## src/rtl/wake_poll_pkg.sv

```systemverilog
package wake_poll_pkg;
  localparam int SEL_W = 3;
  localparam int CNT_W = 6;

  // period length in poll ticks; codes above the table clamp to the longest
  function automatic logic [CNT_W-1:0] period_len(input logic [SEL_W-1:0] sel);
    case (sel)
      3'd0: period_len = 6'd1;
      3'd1: period_len = 6'd2;
      3'd2: period_len = 6'd4;
      3'd3: period_len = 6'd8;
      3'd4: period_len = 6'd16;
      default: period_len = 6'd32;
    endcase
  endfunction

  // ticks from period start to strobe
  function automatic logic [CNT_W-1:0] delay_len(input logic [SEL_W-1:0] sel);
    case (sel)
      3'd0: delay_len = 6'd1;
      3'd1: delay_len = 6'd2;
      3'd2: delay_len = 6'd4;
      3'd3: delay_len = 6'd8;
      3'd4: delay_len = 6'd16;
      default: delay_len = 6'd24;
    endcase
  endfunction
endpackage

```

## src/rtl/wake_poll_timer.sv

```systemverilog
module wake_poll_timer
  import wake_poll_pkg::*;
(
  input  logic             clk,
  input  logic             rst_n,
  input  logic             poll_en,
  input  logic             poll_tick,
  input  logic [SEL_W-1:0] per_sel,
  input  logic [SEL_W-1:0] dly_sel,
  output logic             poll_out,
  output logic             poll_strobe
);
  logic [CNT_W-1:0] per_cnt;
  logic [CNT_W-1:0] dly_cnt;
  logic [CNT_W-1:0] per_len;
  logic [CNT_W-1:0] dly_len;
  logic             at_start;
  logic             dly_done;

  always_comb begin
    per_len  = period_len(per_sel);
    dly_len  = delay_len(dly_sel);
    at_start = (per_cnt == '0);
    dly_done = poll_out && (dly_cnt == dly_len - 6'd1);
  end

  always_ff @(posedge clk or negedge rst_n) begin
    if (!rst_n) begin
      per_cnt     <= '0;
      dly_cnt     <= '0;
      poll_out    <= 1'b0;
      poll_strobe <= 1'b0;
    end else if (!poll_en) begin
      per_cnt     <= '0;
      dly_cnt     <= '0;
      poll_out    <= 1'b0;
      poll_strobe <= 1'b0;
    end else begin
      poll_strobe <= 1'b0;
      if (poll_tick) begin
        poll_strobe <= dly_done;
        if (at_start) begin
          poll_out <= 1'b1;
          dly_cnt  <= '0;
        end else if (dly_done) begin
          poll_out <= 1'b0;
        end else if (poll_out) begin
          dly_cnt <= dly_cnt + 6'd1;
        end
        per_cnt <= (per_cnt >= per_len - 6'd1) ? '0 : per_cnt + 6'd1;
      end
    end
  end

  assert_strobe_after_tick_R8: assert property (@(posedge clk) disable iff (!rst_n)
    poll_strobe |-> $past(poll_tick));
  assert_out_falls_on_strobe_R8: assert property (@(posedge clk) disable iff (!rst_n)
    $fell(poll_out) && $past(poll_en) |-> poll_strobe);
  assert_idle_when_off_R10: assert property (@(posedge clk) disable iff (!rst_n)
    !poll_en |=> !poll_out && !poll_strobe);
endmodule

```

## src/rtl/wake_port_cell.sv

```systemverilog
module wake_port_cell #(
  parameter int SYNC_STAGES = 2
) (
  input  logic clk,
  input  logic rst_n,
  input  logic pin,
  input  logic en,
  input  logic level_mode,
  input  logic strobe,
  output logic set_o
);
  localparam int LAST = SYNC_STAGES - 1;

  logic [SYNC_STAGES-1:0] sync_q;
  logic                   prev_q;
  logic                   rise;

  always_ff @(posedge clk or negedge rst_n) begin
    if (!rst_n) begin
      sync_q <= '0;
      prev_q <= 1'b0;
    end else begin
      sync_q <= {sync_q[SYNC_STAGES-2:0], pin};
      prev_q <= sync_q[LAST];
    end
  end

  always_comb begin
    rise  = sync_q[LAST] & ~prev_q;
    set_o = en & (level_mode ? (strobe & sync_q[LAST]) : rise);
  end
endmodule

```

## src/rtl/wake_poll_ctrl.sv

```systemverilog
module wake_poll_ctrl
  import wake_poll_pkg::*;
#(
  parameter int NUM_PORTS   = 10,
  parameter int SYNC_STAGES = 2
) (
  input  logic                 clk,
  input  logic                 rst_n,
  input  logic [NUM_PORTS-1:0] wake_in,
  input  logic [NUM_PORTS-1:0] port_en,
  input  logic [NUM_PORTS-1:0] port_level,
  input  logic                 poll_en,
  input  logic                 poll_tick,
  input  logic [SEL_W-1:0]     per_sel,
  input  logic [SEL_W-1:0]     dly_sel,
  input  logic                 clr_wr,
  input  logic [NUM_PORTS-1:0] clr_data,
  output logic [NUM_PORTS-1:0] wake_status,
  output logic                 irq,
  output logic                 wake_req,
  output logic                 poll_out,
  output logic                 poll_strobe
);
  logic [NUM_PORTS-1:0] set_vec;
  logic [NUM_PORTS-1:0] clr_mask;

  wake_poll_timer i_timer (
    .clk        (clk),
    .rst_n      (rst_n),
    .poll_en    (poll_en),
    .poll_tick  (poll_tick),
    .per_sel    (per_sel),
    .dly_sel    (dly_sel),
    .poll_out   (poll_out),
    .poll_strobe(poll_strobe)
  );

  for (genvar p = 0; p < NUM_PORTS; p++) begin : g_port
    wake_port_cell #(.SYNC_STAGES(SYNC_STAGES)) i_cell (
      .clk       (clk),
      .rst_n     (rst_n),
      .pin       (wake_in[p]),
      .en        (port_en[p]),
      .level_mode(port_level[p]),
      .strobe    (poll_strobe),
      .set_o     (set_vec[p])
    );
  end

  assign clr_mask = clr_wr ? clr_data : '0;

  // set has priority over a same-cycle clear
  always_ff @(posedge clk or negedge rst_n) begin
    if (!rst_n) wake_status <= '0;
    else        wake_status <= (wake_status & ~clr_mask) | set_vec;
  end

  always_comb begin
    irq      = |wake_status;
    wake_req = |wake_status;
  end

  assert_set_needs_enable_R2: assert property (@(posedge clk) disable iff (!rst_n)
    (wake_status & ~$past(wake_status) & ~$past(port_en)) == '0);
  assert_level_only_on_strobe_R4: assert property (@(posedge clk) disable iff (!rst_n)
    !poll_strobe |-> (set_vec & port_level) == '0);
  assert_clear_takes_effect_R6: assert property (@(posedge clk) disable iff (!rst_n)
    (wake_status & $past(clr_mask & ~set_vec)) == '0);
  assert_rise_has_cause_R3: assert property (@(posedge clk) disable iff (!rst_n)
    (wake_status & ~$past(wake_status) & ~$past(set_vec)) == '0);
endmodule

```

## config.mk

```make
export PLATFORM = sky130hd
export DESIGN_NAME = wake_poll_ctrl
export DESIGN_NICKNAME = d
export VERILOG_FILES = /design/src/rtl/wake_poll_pkg.sv /design/src/rtl/wake_poll_timer.sv /design/src/rtl/wake_port_cell.sv /design/src/rtl/wake_poll_ctrl.sv
export SDC_FILE = /design/constraint.sdc
export NUM_CORES = 1
export LEC_CHECK = 0
export BUFFER_PORTS_ARGS = -buffer_cell sky130_fd_sc_hd__buf_2
export CORE_UTILIZATION = 47
export DETAILED_ROUTE_END_ITERATION = 7
export PLACE_DENSITY = 0.86
export SYNTH_ARGS = -nofsm -noshare
export SYNTH_HDL_FRONTEND = slang
export SYNTH_SLANG_ARGS = --single-unit
```

## constraint.sdc

```tcl
create_clock -name clk -period 2.2 [get_ports clk]
set_clock_uncertainty 0.2 [all_clocks]
set_input_delay 0.66 -clock clk [delete_from_list [all_inputs] [get_ports clk]]
set_output_delay 0.66 -clock clk [all_outputs]
set_load 0.02 [all_outputs]
```

## Word-level counts from Yosys, hierarchy flattened

Index checks and enable logic that the tools add are counted.

- Bits of input ports: 51
- Logic and storage cells: 120
- Flip-flop bits (word level): 54
- Output and inout bits: 14

- Reduce and logical (&&, ||, !) cells: 7
- Add/sub/neg operators: 4
- Mux-type cells: 27
- Bitwise logic cells: 43
- Order comparisons: 1
- Equal/unequal tests: 13

Operators by type and width:

| operator | number |
|---|---|
| 6-bit 2-to-1 mux | 8 |
| 1-bit AND | 30 |
| 6-bit case mux with 5 select lines | 1 |
| 5-bit case mux with 5 select lines | 1 |
| 1-bit 2-to-1 mux | 16 |
| 6-bit by 1-bit adder with 6-bit output, second input constant | 2 |
| 3-bit by 2-bit equality test with 1-bit output, second input constant | 4 |
| 10-bit AND | 1 |
| 10-bit 2-to-1 mux | 1 |
| 1-bit NOT | 10 |
| 10-bit NOT | 1 |
| 10-bit OR | 1 |
| 10-bit OR reduction | 1 |
| 3-bit by 1-bit equality test with 1-bit output, second input constant | 2 |
| 3-bit equality test, second input constant | 2 |
| 6-bit equality test | 1 |
| 6-bit >= comparator | 1 |
| 3-bit logical NOT | 2 |
| 6-bit logical NOT | 1 |
| 3-bit by 1-bit inequality test with 1-bit output, second input constant | 2 |
| 5-bit by 1-bit subtractor with 6-bit output, second input constant | 1 |
| 6-bit by 1-bit subtractor with 6-bit output, second input constant | 1 |
| 3-bit by 2-bit inequality test with 1-bit output, second input constant | 1 |
| 3-bit AND reduction | 1 |
| other kinds (3) | 3 |

## Logic depth before layout (Yosys ltp)

Gate-level depths: netlist (run 1).

- Depth in word-level cells: 9
- Gate-level depth with buffers: 8
- Depth with buffers taken out: 8

## Hierarchy

From an unflattened synthesis (run 1), not the netlist that was laid out.

- Cell total of the unflattened synthesis: 216
- Area total of the unflattened synthesis: 2,391.0 µm²

Modules (own cells, without submodules):

| module | seq. area each (µm²) | cells an instance | area an instance (µm²) | times used |
|---|---|---|---|---|
| wake_poll_timer | 350.3 | 110 | 1,016.0 | 1 |
| wake_port_cell | 75.1 | 7 | 97.6 | 10 |
| wake_poll_ctrl | 250.2 | 36 | 399.1 | 1 |

## Worst setup path before layout (run 1)

OpenSTA, ideal clock, no wires.

- Path type: input-to-reg
- Start: input port dly_sel[2]
- End: register i_timer.dly_cnt[2]
- Arrival time: 2,310 ps
- Setup time: 120 ps
- Slack: -430 ps
- Required time: 1,880 ps
- Stages on the path: 7
- Cells stage by stage: or3_4 > ha_1 > xnor2_1 > a211oi_4 > nand4_4 > and3_4 > a31o_1

- Word-level cells in the longest chain between the ends: 7
- Elaborated cells between the ends (all ways): 11
- Those cells by class: add/sub (1); eq/ne (6); mux (1); reduce/logical (3)

Ends and longest elaborated chain:

| what | line | text |
|---|---|---|
| from (decl) | wake_poll_ctrl.sv:15 | `input logic [SEL_W-1:0] dly_sel,` |
| 3-bit equality test, or another cell as far along | wake_poll_pkg.sv:19 | `case (sel)` |
| 5-bit case mux with 5 select lines (*) | wake_poll_pkg.sv:19 |  |
| 5-bit by 1-bit subtractor with 6-bit output (*) | wake_poll_timer.sv:24 | `dly_done = poll_out && (dly_cnt == dly_len - 6'd1);` |
| 6-bit equality test (*) | wake_poll_timer.sv:24 |  |
| 1-bit logical AND (*) | wake_poll_timer.sv:24 |  |
| 3-bit by 2-bit inequality test with 1-bit output (no line) (*) | n/a |  |
| 3-bit AND reduction (no line) (*) | n/a |  |
| to (signal assigned) | wake_poll_timer.sv:48 | `dly_cnt <= dly_cnt + 6'd1;` |
| to (decl) | wake_poll_timer.sv:14 | `logic [CNT_W-1:0] dly_cnt;` |

Every way passes the cells marked *; elsewhere a longest branch is shown, timed or not.
A chain may end at the register's enable or synchronous reset.

## Worst setup path after layout (run 1)

- Start: input port dly_sel[0]
- End: register i_timer.dly_cnt[1]

The elaborated chain is that of the path after synthesis.

==> reports/metrics.cfg, run 1 <==
[finish]
layout.nets = 360
n_antenna_cell = 0
finalInstanceArea_mm2 = 0.003137
multi_input_area_mm2 = 0.001039
n_fill_cell = 369
drive_gt1_frac = 0.3700
area.growth.synth_to_final_pct = 32.58
regArea_mm2 = 0.001351

[detailed_routing]
dr.pass1.iters = 4
vias_per_cell = 5.264
drt_iter0_markers = 115
postRouteAntennaNets = 0
wl_um = 5191
drc = 0
wl_per_cell_um = 14.14
vias = 1932

[grt]
grt_antenna_before_repair = 0
track_usage = 0.2052
grt_pass1_wl_um = 8342
grt_pass1_vias = 1903
grt.overflow.total = 0
grt_max_degree = 21

[floorplan]
ios = 65
row_count = 25
initial_utilization = 0.4944
dieArea_mm2 = 0.005322
die_x_um = 72.95
die_h_um = 72.95
core_area_mm2 = 0.004786

[sta]
slew_viol_final = 0
max_freq_mhz = 433.5
fin_crit_ps = 2307
hold_violations = 0
setup_viol = 7
finalCritPeriodShare = 1.048
layout_setup_ws_ps = -106.6
hold_slack_ps = 69.59
rsz0062_at_grt = true

[pwr]
vdd_drop_max_v = 0.0002706
powerDensity_mw_per_mm2 = 686.9
leakagePower_nw = 1.462

[cts]
hold_buffers = 0
cts-root-buf = clkbuf_8
cts_made_buffers = 5
cts_buffer_depth = 2
numClockSinks = 54
clk_pin_slew_ps = 100
clk_latency_ps = 300
cts_tree = done
htree_levels = 2

[yosys]
synth.distinct_cells = 42
ys_seq_area_frac = 0.5711
ys_warn_count = 0
synthTopCellsByCount = 54 x dfrtp_1, 30 x nand2_1, 17 x o21ai_0
ys_ff_latch = 54
synth_area_leaders = dfrtp_1 57%, ha_1 5.3%, nand2_1 4.8%, a32o_1 4.7%, o21ai_0 3.6%
yosysTopAreaCellShare = 0.5711
yosys.area.top_type = dfrtp_1
yosysMostFrequentCell = dfrtp_1
syn-num-nets = 273
synth_ff_type = dfrtp_1
synth_edf_count = 0
syn_avg_cell_area_um2 = 11.16
synthCells = 212
synthArstFlopShare = 1.000
syn_area_mm2 = 0.002366

[worst_setup_path]
critPathLaunchType = input port
cp_max_fo = 6
worstSetupPathType = in -> reg
worst_ep_arrival_time_ps = 2310
cp.required_ps = 2200
cp-end-kind = register

[status]
violations = setup timing
status = finished with violations

[placed_design]
io_buffers = 64
place_area_mm2 = 0.002924
dp_hpwl_um = 3989
place_congestion = 0.8783

[hold_path]
hold_class = in -> async

[flow_run]
maxCapViolCount = 0

state kept, by name, summed over array words and instances (netlist names):
signal,flops
i_timer.per_cnt,6
wake_status,10
g_port.i_cell.prev_q,10
g_port.i_cell.sync_q,20
i_timer.dly_cnt,6
i_timer.poll_strobe,1
i_timer.poll_out,1
final timing paths:
kind / end / cells past startpoint / slack, ps / start
setup / recovery: i_timer.dly_cnt[1] / 8 / -110 / dly_sel[0]
setup reg to reg: i_timer.dly_cnt[4] / 7 / 80 / i_timer.per_cnt[1]
max in group asynchronous: g_port[5].i_cell.sync_q[1] / 2 / 1150 / rst_n
min in group clk: g_port[7].i_cell.sync_q[1] / 0 / 150 / g_port[7].i_cell.sync_q[0]
hold / removal: i_timer.per_cnt[5] / 1 / 70 / rst_n
hold reg to reg: g_port[7].i_cell.sync_q[1] / 0 / 150 / g_port[7].i_cell.sync_q[0]
report_power, final:
group | internal, mW | switching, mW
registers | 1.06 | 0.0578
clock network | 0.260 | 0.321
logic | 0.213 | 0.244
total | 1.53 | 0.623
cell type report:
cell class,count,share of cell area
clock buffer,6,0.02633
clock inverter,2,0.005185
inverter,14,0.01675
multi-input combinational,140,0.3311
sequential,54,0.4308
tap,67,0.02673
timing repair buffer,84,0.1631
kinds of logic (layout without fill, tap and decap cells):
group / count (synthesis) / after routing / share of synthesized area
xor gates and xnor gates: 4 / 4 / 0.01481
DFF: 54 / 54 / 0.5711
and+or+nand+nor: 66 / 66 / 0.1444
other: 1 / 1 / 0.001585
AOI/OAI and AO/OA: 59 / 59 / 0.1851
adders and majority gates: 10 / 10 / 0.05288
buffers and inverters: 18 / 106 / 0.03014
through the flow:
step                utilization  setup WS (ps)  std cells  TNS [ps]  total power, mW
floorplan                     -         -288.4        212     -1622            1.347
global placement         0.6110         -414.5        357     -3952            1.513
detailed placement       0.6110         -463.6        357     -4628            1.538
CTS                      0.6410         -113.0        366    -528.6            2.129
global route             0.6554         -176.3        367     -1001            2.258
finish                   0.6554         -106.6        367    -520.1            2.155
layer usage:
layer,GRT usage,up-vias,part of all wire
li1,-,942,-
met4,0.05447,0,0.014
met5,0,-,0
met3,0.04006,8,0.052
met2,0.3634,74,0.49
met1,0.2574,908,0.44
critical path: stages:
cell and delay, ps:
buf_6 90, or3_4 390, ha_4 250, xnor2_4 130
a211oi_4 210, nand4_4 150, and3_4 220, a32o_1 190
cell usage in the layout, fill, tap and decap left out, types with 2 or more instances in the layout:
cell type  synthesis  final
a211oi_1           2      2
a21oi_1            5      3
a22oi_1            3      3
a31o_1             2      2
a32o_1            11     11
buf_2              0     60
buf_4              1     18
buf_6              0      5
clkbuf_8           0      6
dfrtp_1           54     54
ha_1              10      9
inv_1             14     14
nand2_1           30     29
nand3_1            6      6
nor2_1            10      9
nor3_1             3      3
nor3b_1            2      2
o211ai_1           8      8
o21ai_0           17     14
o21ai_1            0      2
o21ai_2            1      2
xor2_1             2      2
repair_timing:
| item | in CTS | in global routing |
|---|---|---|
| pin swaps | 5 | 2 |
| setup endpoints to repair | 10 | 13 |
| buffers inserted | 1 | 1 |
| cloned | 0 | 0 |
| resized for setup | 6 | 12 |
Note: power is estimated with default switching activity, not from simulation.
==> run 2: changes to the inputs <==
--- a/config.mk
+++ b/config.mk
@@ -9,6 +9,7 @@
 export CORE_UTILIZATION = 47
 export DETAILED_ROUTE_END_ITERATION = 7
 export PLACE_DENSITY = 0.86
+export REMOVE_ABC_BUFFERS = 1
 export SYNTH_ARGS = -nofsm -noshare
 export SYNTH_HDL_FRONTEND = slang
 export SYNTH_SLANG_ARGS = --single-unit
==> run 2 against run 1 <==
The run still ends with setup timing left. Sequential power hardly changed. Combinational power is 6.6% lower. Final cell count is 0.82% lower. Critical path depth unchanged. Cell area shrank 0.88%. Hold slack better by 86 ps. Global-route usage decreased by 0.82 points. Total power down 1.3%. Core utilization down 0.58 points. Die area unchanged. Via count up 1.0%. Largest cell class unchanged.
==> reports/metrics.cfg, run 2 (synthesized netlist as in run 1, its figures left out) <==
[status]
status = finished with violations  ; unchanged
violations = setup timing  ; unchanged

[cts]
cts-root-buf = clkbuf_8  ; unchanged
numClockSinks = 54  ; unchanged
clk_pin_slew_ps = 100  ; about the same
cts_buffer_depth = 2  ; unchanged
cts_made_buffers = 5  ; unchanged
htree_levels = 2  ; unchanged
cts_tree = done  ; unchanged
clk_latency_ps = 300  ; about the same

[finish]
final_cell_mix = 60 x buf_2, 54 x dfrtp_1, 30 x nand2_1  ; was 60 x buf_2, 54 x dfrtp_1, 29 x nand2_1
area.growth.synth_to_final_pct = 31.41  ; was 32.58%
n_antenna_cell = 0  ; unchanged
reg_top3 = g_port.i_cell.sync_q (20), g_port.i_cell.prev_q (10), wake_status (10)  ; unchanged
fin_util = 0.6497  ; was 0.6554
layout.nets = 357  ; was 360
largest_reg_flops = 20  ; unchanged
final_common_cell = buf_2  ; unchanged
largest-register = g_port.i_cell.sync_q  ; unchanged
drive_gt1_frac = 0.3636  ; was 0.3700
instances_no_fill = 364  ; was 367
finalInstanceArea_mm2 = 0.003109  ; was 0.003137 mm^2

[detailed_routing]
wl_per_cell_um = 13.84  ; was 14.14 um
wl_um = 5036  ; was 5191 um
dr.pass1.iters = 4  ; unchanged
drc = 0  ; unchanged
vias = 1952  ; was 1932
drt_iter0_markers = 75  ; was 115
vias_per_cell = 5.363  ; was 5.264
postRouteAntennaNets = 0  ; unchanged

[grt]
grt_max_degree = 54  ; was 21
grt_pass1_vias = 1891  ; was 1903
track_usage = 0.1969  ; was 0.2052
grt_pass1_wl_um = 7955  ; was 8342 um
grt_antenna_before_repair = 0  ; unchanged
grt.overflow.total = 0  ; unchanged

[placed_design]
place_area_mm2 = 0.002877  ; was 0.002924 mm^2
place_inst = 354  ; was 357
io_buffers = 64  ; unchanged
dp_hpwl_um = 3760  ; was 3989 um
dp_slack_ps = -610.4  ; was -463.6 ps
place_congestion = 0.8278  ; was 0.8783

[hold_path]
hold_class = reg -> reg  ; was in -> async

[pwr]
seqPwrFrac = 0.526  ; was 0.519
fin_total_pwr_mw = 2.127  ; was 2.155 mW
power_switching_mw = 0.6087  ; was 0.6229 mW
leakagePower_nw = 1.443  ; was 1.462 nW
vdd_drop_max_v = 0.0003697  ; was 0.0002706 V
switching_share = 0.2862  ; was 0.2891
p_clk_frac = 0.273  ; was 0.269
powerDensity_mw_per_mm2 = 684.2  ; was 686.9 mW/mm^2
combPwrFrac = 0.201  ; was 0.212
intPower_mw = 1.519  ; was 1.532 mW

[flow_run]
maxCapViolCount = 0  ; unchanged

[floorplan]
die_h_um = 72.95  ; unchanged
core_area_mm2 = 0.004786  ; unchanged
ios = 65  ; unchanged
dieArea_mm2 = 0.005322  ; unchanged
die_x_um = 72.95  ; unchanged
row_count = 25  ; unchanged
initial_utilization = 0.4944  ; unchanged

[sta]
setup_viol = 7  ; unchanged
layout_setup_ws_ps = -121.6  ; was -106.6 ps
rsz0062_at_grt = true  ; unchanged
hold_slack_ps = 155.8  ; was 69.59 ps
finalCritPeriodShare = 1.055  ; was 1.048
slew_viol_final = 0  ; unchanged
hold_violations = 0  ; unchanged
fin_crit_ps = 2322  ; was 2307 ps
max_freq_mhz = 430.7  ; was 433.5 MHz
tns_ps = -617.4  ; was -520.1 ps

[worst_setup_path]
cp-end-kind = register  ; unchanged
cp_max_fo = 7  ; was 6
worst_ep_arrival_time_ps = 2320  ; was 2310 ps
cp.required_ps = 2200  ; about the same
worstSetupPathType = in -> reg  ; unchanged
critPathLaunchType = input port  ; unchanged

run 2: worst max-delay path, stage by stage:
cell and delay, ps:
buf_6 90, or3_4 400, ha_4 230, xnor2_2 140, a211oi_4 190, nand4_4 170
and4_4 210, a211o_1 220
run 2: path summary, 6_finish.rpt:
| path | cells past startpoint | slack, ps | end | from |
|---|---|---|---|---|
| setup / recovery | 8 | -120 | i_timer.dly_cnt[4] | dly_sel[0] |
| hold reg to reg | 0 | 160 | g_port[6].i_cell.sync_q[1] | g_port[6].i_cell.sync_q[0] |
| min in group asynchronous | 2 | 480 | wake_status[8] | rst_n |
| max in group asynchronous | 3 | 870 | g_port[4].i_cell.sync_q[1] | rst_n |
| hold / removal | 0 | 160 | g_port[6].i_cell.sync_q[1] | g_port[6].i_cell.sync_q[0] |
| setup reg to reg | 7 | 60 | i_timer.dly_cnt[4] | i_timer.per_cnt[0] |
run 2: cell type report:
| cell class | count | area, um^2 |
|---|---|---|
| clock inverters | 2 | 16.27 |
| well taps | 67 | 83.83 |
| inverters | 14 | 52.55 |
| repair buffers | 81 | 491.7 |
| fillers | 365 | 1677 |
| flip-flops and latches | 54 | 1351 |
| multi-input cells | 140 | 1031 |
| clock buffers | 6 | 82.58 |
run 2: timing repair:
item                       in CTS  in global routing
hold buffers                    1                  0
pin swaps                       9                  9
gates resized for setup         8                 13
hold endpoints to repair        1                  0
buffers inserted                0                  1
setup endpoints to repair      15                 15
cloned                          0                  0
run 2: power by group through the flow:
stage | combinational, mW | sequential (mW) | clock (mW)
global placement | 0.365 | 1.13 | 0
finish | 0.427 | 1.12 | 0.581
detailed placement | 0.384 | 1.14 | 0
floorplan | 0.184 | 1.15 | 0
global route | 0.472 | 1.13 | 0.636
CTS | 0.398 | 1.12 | 0.604
run 2: per-layer routing:
| layer | vias up | share of wire | GRT usage |
|---|---|---|---|
| met4 | 0 | 0.0077 | 0.06536 |
| met3 | 5 | 0.052 | 0.03315 |
| li1 | 931 | - | - |
| met2 | 64 | 0.52 | 0.3676 |
| met5 | - | 0 | 0 |
| met1 | 952 | 0.42 | 0.2281 |
